File: config.mk
export PLATFORM = sky130hd
export DESIGN_NAME = pwm_sample_player
export DESIGN_NICKNAME = d
export VERILOG_FILES = /design/src/rtl/pwm_player_pkg.sv /design/src/rtl/pwm_tri_counter.sv /design/src/rtl/pwm_sample_shadow.sv /design/src/rtl/pwm_edge_stage.sv /design/src/rtl/pwm_sample_player.sv
export SDC_FILE = /design/constraint.sdc
export NUM_CORES = 1
export LEC_CHECK = 0
export ABC_AREA = 1
export BUFFER_PORTS_ARGS = -buffer_cell sky130_fd_sc_hd__buf_2
export CAP_MARGIN = 10
export CORE_MARGIN = 2
export CORE_UTILIZATION = 48
export DETAILED_ROUTE_END_ITERATION = 8
export PLACE_DENSITY = 0.69
export SYNTH_ARGS = -nofsm -noshare
export SYNTH_HDL_FRONTEND = slang
export SYNTH_SLANG_ARGS = --single-unit
File: constraint.sdc
create_clock -name clk -period 6.8 [get_ports clk]
set_clock_uncertainty 0.15 [all_clocks]
set_input_delay 0.68 -clock clk [delete_from_list [all_inputs] [get_ports clk]]
set_output_delay 0.68 -clock clk [all_outputs]
set_load 0.01 [all_outputs]
File: src/rtl/pwm_player_pkg.sv
`timescale 1ns/1ps
package pwm_player_pkg;

    // Direction of the next count step
    typedef enum logic {
        SLOPE_UP   = 1'b0,
        SLOPE_DOWN = 1'b1
    } slope_e;

endpackage

File: src/rtl/pwm_tri_counter.sv
`timescale 1ns/1ps
module pwm_tri_counter
    import pwm_player_pkg::*;
#(
    parameter int CNT_W = 8
) (
    input  logic             clk,
    input  logic             rst_n,
    input  logic             en_i,
    output logic [CNT_W-1:0] cnt_o,
    output logic [CNT_W-1:0] cnt_next_o,
    output logic             at_top_o
);

    localparam logic [CNT_W-1:0] CNT_TOP = '1;
    localparam logic [CNT_W-1:0] CNT_BOT = '0;
    localparam logic [CNT_W-1:0] CNT_ONE = {{(CNT_W-1){1'b0}}, 1'b1};
    localparam logic [CNT_W-1:0] CNT_PRE_TOP = CNT_TOP - CNT_ONE;

    typedef struct packed {
        logic [CNT_W-1:0] cnt;
        slope_e           slope;
    } ctr_t;

    ctr_t ctr_d, ctr_q;

    always_comb begin
        ctr_d = ctr_q;
        if (!en_i) begin
            ctr_d.cnt   = CNT_BOT;
            ctr_d.slope = SLOPE_UP;
        end else if (ctr_q.slope == SLOPE_UP) begin
            ctr_d.cnt = ctr_q.cnt + CNT_ONE;
            if (ctr_q.cnt == CNT_PRE_TOP) begin
                ctr_d.slope = SLOPE_DOWN;
            end
        end else begin
            ctr_d.cnt = ctr_q.cnt - CNT_ONE;
            if (ctr_q.cnt == CNT_ONE) begin
                ctr_d.slope = SLOPE_UP;
            end
        end
    end

    always_ff @(posedge clk or negedge rst_n) begin
        if (!rst_n) begin
            ctr_q <= '{cnt: CNT_BOT, slope: SLOPE_UP};
        end else begin
            ctr_q <= ctr_d;
        end
    end

    assign cnt_o      = ctr_q.cnt;
    assign cnt_next_o = ctr_d.cnt;
    assign at_top_o   = en_i && (ctr_q.cnt == CNT_TOP);

endmodule

File: src/rtl/pwm_sample_shadow.sv
`timescale 1ns/1ps
module pwm_sample_shadow #(
    parameter int DATA_W = 8
) (
    input  logic              clk,
    input  logic              rst_n,
    input  logic              at_top_i,
    input  logic              valid_i,
    input  logic [DATA_W-1:0] data_i,
    output logic              ready_o,
    output logic [DATA_W-1:0] cmp_o,
    output logic [DATA_W-1:0] cmp_next_o
);

    typedef struct packed {
        logic [DATA_W-1:0] held;
        logic [DATA_W-1:0] cmp;
        logic              full;
    } buf_t;

    buf_t buf_d, buf_q;
    logic take;

    always_comb begin
        buf_d = buf_q;
        take  = valid_i && !buf_q.full;
        // reload point: only at the apex of the count
        if (at_top_i && buf_q.full) begin
            buf_d.cmp  = buf_q.held;
            buf_d.full = 1'b0;
        end
        if (take) begin
            buf_d.held = data_i;
            buf_d.full = 1'b1;
        end
    end

    always_ff @(posedge clk or negedge rst_n) begin
        if (!rst_n) begin
            buf_q <= '0;
        end else begin
            buf_q <= buf_d;
        end
    end

    assign ready_o    = !buf_q.full;
    assign cmp_o      = buf_q.cmp;
    assign cmp_next_o = buf_d.cmp;

endmodule

File: src/rtl/pwm_edge_stage.sv
`timescale 1ns/1ps
module pwm_edge_stage #(
    parameter int CNT_W = 8
) (
    input  logic             clk,
    input  logic             rst_n,
    input  logic             en_i,
    input  logic             inv_i,
    input  logic [CNT_W-1:0] cnt_next_i,
    input  logic [CNT_W-1:0] cmp_next_i,
    output logic             pwm_o,
    output logic             tick_o
);

    typedef struct packed {
        logic pwm;
        logic tick;
    } edge_t;

    edge_t edge_d, edge_q;
    logic  below;

    always_comb begin
        below       = cnt_next_i < cmp_next_i;
        edge_d.pwm  = en_i && (below ^ inv_i);
        edge_d.tick = en_i && (cnt_next_i == '0);
    end

    always_ff @(posedge clk or negedge rst_n) begin
        if (!rst_n) begin
            edge_q <= '0;
        end else begin
            edge_q <= edge_d;
        end
    end

    assign pwm_o  = edge_q.pwm;
    assign tick_o = edge_q.tick;

endmodule

File: src/rtl/pwm_sample_player.sv
`timescale 1ns/1ps
module pwm_sample_player #(
    parameter int W = 8
) (
    input  logic         clk,
    input  logic         rst_n,
    input  logic         en_i,
    input  logic         inv_i,
    input  logic         smp_valid_i,
    input  logic [W-1:0] smp_data_i,
    output logic         smp_ready_o,
    output logic         pwm_o,
    output logic         tick_o
);

    logic [W-1:0] cnt_w;
    logic [W-1:0] cnt_next_w;
    logic [W-1:0] cmp_w;
    logic [W-1:0] cmp_next_w;
    logic         at_top_w;

    pwm_tri_counter #(.CNT_W(W)) u_ctr (
        .clk        (clk),
        .rst_n      (rst_n),
        .en_i       (en_i),
        .cnt_o      (cnt_w),
        .cnt_next_o (cnt_next_w),
        .at_top_o   (at_top_w)
    );

    pwm_sample_shadow #(.DATA_W(W)) u_shadow (
        .clk        (clk),
        .rst_n      (rst_n),
        .at_top_i   (at_top_w),
        .valid_i    (smp_valid_i),
        .data_i     (smp_data_i),
        .ready_o    (smp_ready_o),
        .cmp_o      (cmp_w),
        .cmp_next_o (cmp_next_w)
    );

    pwm_edge_stage #(.CNT_W(W)) u_edge (
        .clk        (clk),
        .rst_n      (rst_n),
        .en_i       (en_i),
        .inv_i      (inv_i),
        .cnt_next_i (cnt_next_w),
        .cmp_next_i (cmp_next_w),
        .pwm_o      (pwm_o),
        .tick_o     (tick_o)
    );

endmodule

Word level (Yosys, flattened, before mapping)
Index checks and enable logic that the tools add are counted.

Latch bits: 0. Bits of input ports: 13. Output and inout port bits: 3. Bits in writable memories: 0. Register bits: 28. Memories: 0. Memory bits (read-only): 0.

Add/sub/neg operators: 2. Order comparisons: 1. Divide/modulo/power cells: 0. Muxes and demuxes: 6. Bitwise operators: 1. Multiply operators: 0. Shift-type cells: 0. Equal/unequal tests: 3. Reduce and logical (&&, ||, !) cells: 8.

Operators with widths (count): two-way mux 9 bit (3); == test 8 bit, second input constant (2); adder 8 x 1 -> 8 bit, second input constant (1); == test 8 x 1 -> 1 bit, second input constant (1); zero test 8 bit (1); less-than comparator 8 bit (1); subtractor 8 x 1 -> 8 bit, second input constant (1); logical AND 1 bit (5); two-way mux 1 bit (3); nonzero test 2 bit (1); zero test 1 bit (1); XOR 1 bit (1).

Depth between registers and ports, before layout
Word-level depth: 7. Depth in mapped cells: 17. Depth with buffers taken out: 16.

By module
Synthesis repeated with hierarchy kept, for this count alone.

Cell total of the unflattened synthesis: 218. Area total of the unflattened synthesis: 1725.4 sq um.

Modules (own cells, without submodules): pwm_sample_shadow (instances 1, area an instance 747.0 sq um, seq. area each 425.4 sq um, cells an instance 81); pwm_tri_counter (instances 1, area an instance 698.2 sq um, seq. area each 225.2 sq um, cells an instance 96); pwm_edge_stage (instances 1, area an instance 280.3 sq um, seq. area each 50.0 sq um, cells an instance 41).

Worst setup path before layout
OpenSTA, ideal clock, no wires.

Kind: input port to flip-flop. From: in en_i. To: reg u_edge.edge_q (netlist bit u_edge.pwm_o). Stages on the path: 15. Arrival time: 2.281 ns. Data required time: 6.531 ns. Setup time: 0.119 ns. Setup slack: 4.250 ns. Cells stage by stage: buf_4 > nand3_1 > nor2_4 > nand2_4 > buf_2 > nand2_1 > o21ai_0 > inv_1 > ha_1 > a21oi_1 > nor2_1 > a211oi_1 > nand3_1 > nand2_1 > nor2_1.

RTL lines: from (decl) (line pwm_sample_player.sv:7) `input logic en_i,`; to (signal assigned) (line pwm_edge_stage.sv:33) `edge_q <= edge_d;`; to (decl) (line pwm_edge_stage.sv:20) `edge_t edge_d, edge_q;`.

==> impl_metrics.yaml <==
place:
  dp_hpwl_um: 2080
  port-buffer-count: 15
  place_area_sq_mm: 0.00165
  gp_congestion: 0.800
  dp_slack_ps: 4000
yosys:
  synth_nets: 212
  synthTopCellsByArea: "dfrtp_1 (45%), ha_1 (8.9%), inv_1 (8.0%)"
  yosysTopAreaCell: "dfrtp_1"
  syn_area_per_cell_sq_um: 8.23
  synth_area_sq_mm: 0.00155
  yosysTopAreaCellShare_pct: 45.3
  yosys_warnings: 0
  ys_types: 26
  seq_area_frac_synth_pct: 45.3
  ys_ff_latch: 28
  syn_inst: 188
clock_network:
  postCtsSetupBuffers: 0
  clk_latency_ps: 330
  path_clk_slew_ps: 150
  cts_hold_buf: 0
  cts_max_level: 1
  cts_root_buf: "clkbuf_4"
  ctsResizeCount: 0
  cts_tree: "done"
  clockBufferDepth: 2
  cts_num_sinks: 28
  cts_buffers: 3
route:
  detail-route-antenna-nets: 0
  wire_per_inst_um: 10.8
  drc_errors: 0
  vias: 1158
  drt-total-wl_um: 2670
  vias_per_cell: 4.71
  drt_iter0_drc: 61
  dr.pass1.iters: 4
timing:
  rsz0062_at_grt: "no"
  worst_pin_slew_ps: 602
  fmax_mhz: 378
  hold_viol: 0
  setup_tns_ps: 0
  slew_violations: 0
  fin_crit_sh_pct: 39.0
  slew_headroom_pct: 59.9
  setup_viol: 0
  worst_slack_ps: 4150
  period_minus_slack_ps: 2650
cells_and_area:
  diodes: 0
  final_common_cell: "inv_1"
  final_util_pct: 55.7
  syn2layout_area_growth_pct: 9.95
  drive_above_1_share_pct: 15.3
  final_cell_mix: "inv_1 (33), nand2_1 (31), dfrtp_1 (28)"
  nNetsFinal: 227
  fin_area_sq_mm: 0.00170
floorplan:
  design.core.area_sq_mm: 0.00305
  die_x_um: 60.8
  dieArea_sq_mm: 0.00369
  pin_count: 16
  start_util_pct: 50.7
  fp.dieH_um: 60.8
  placementRows: 20
worst_setup_path:
  criticalPathCategory: "register to register"
  end_kind: "register"
  arrival_ps: 2740
  critPathMaxFanout: 6
  ff2ff_setup_slack_ps: 4150
  required_ps: 6890
  worstSetupStartpointType: "register"
global_routing:
  grt_pass1_wl_um: 4660
  grt_overflow: 0
  antenna_found_initial: 0
  grt_pass1_vias: 1119
  grt_max_degree: 29
  grt.total_usage_pct: 16.8
pwr:
  vdd_drop_max_v: 0.000112
  power_uw: 316
  powerDensity_mw_per_mm2: 186
  p_leak_nw: 0.917
outcome:
  status: "finished, final reports clean"
run:
  maxCapViolCount: 0
hold_path:
  hp-class: "primary input to async pin"
## Yosys cell counts
cell type   n
a211oi_1    1
a21oi_1    14
buf_2       2
buf_4       2
clkbuf_1    1
dfrtp_1    28
ha_1       11
inv_1      33
nand2_1    31
nand2_2     3
nand2_4     2
nand3_1    13
nand3_2     2
nand4_1     2
nor2_1     18
nor2_4      2
nor3_1      4
nor3_2      1
nor4_1      1
o21a_1      1
o21ai_0    10
o21ai_1     1
o22ai_1     1
or2_1       1
or2_2       2
xnor2_1     1
## critical path, cell delays in order (launching register included)
cell,delay (ps)
dfrtp_1,470
inv_1,150
ha_1,190
nand3_1,120
o22ai_1,180
o21ai_0,110
a21oi_1,280
ha_1,290
nand2_1,110
nor2_1,50
a211oi_1,230
nand3_1,120
nand2_1,70
nor2_1,40
## through the flow
stage | hold slack, ps | cells
after global placement | 332 | 242
final | 187 | 246
after floorplan | 234 | 188
after CTS | 198 | 246
after detailed placement | 339 | 242
after global routing | 207 | 246
## layout make-up
class,instances,area [sq um]
fillers,295,1350
flip-flops and latches,28,701
multi-input cells,122,693
clock inverters,1,30.0
repair buffers,15,75.1
well taps,44,55.1
inverters,33,124
clock buffers,3,22.5
## cells by family after synthesis
kind of cell / synth area share, %
adder cells (fa/ha/maj): 8.90
AND/OR/NAND/NOR: 25.9
buffers and inverters: 9.87
flip-flops: 45.3
AO/OA/AOI/OAI: 9.47
XOR/XNOR: 0.566
## worst paths after layout
kind,start,cells after the start,end
max in group asynchronous,rst_n,1,u_ctr.cnt_o[3]$_DFF_PN0_
worst min-delay path,rst_n,1,u_shadow.buf_q[12]$_DFFE_PN0P_
worst min register to register,u_shadow.buf_q[13]$_DFFE_PN0P_,2,u_shadow.buf_q[13]$_DFFE_PN0P_
worst max-delay path,u_ctr.cnt_o[0]$_DFF_PN0_,13,u_edge.pwm_o$_DFF_PN0_
worst max register to register,u_ctr.cnt_o[0]$_DFF_PN0_,13,u_edge.pwm_o$_DFF_PN0_
min in group clk,u_shadow.buf_q[13]$_DFFE_PN0P_,2,u_shadow.buf_q[13]$_DFFE_PN0P_
## routing by layer
layer	wire length (um)	track usage [%]	vias up
met1	1280	22.0	515
met4	10	5.59	0
li1	-	-	624
met2	1300	28.9	17
met5	0	0	-
met3	75	1.92	2
## power breakdown
part | internal (mW) | switching (mW) | leakage, nW
Sequential | 0.173 | 0.00352 | 0.344
Combinational | 0.0120 | 0.0191 | 0.545
Clock | 0.0596 | 0.0490 | 0.0279
## sequential cells by signal, summed over array words and instances (netlist names)
name and cells:
u_shadow.cmp_o 8, u_edge.pwm_o 1, u_shadow.buf_q 9, u_ctr.cnt_o 8, u_ctr.ctr_q 1, u_edge.tick_o 1
Note: power is estimated with default switching activity, not from simulation.
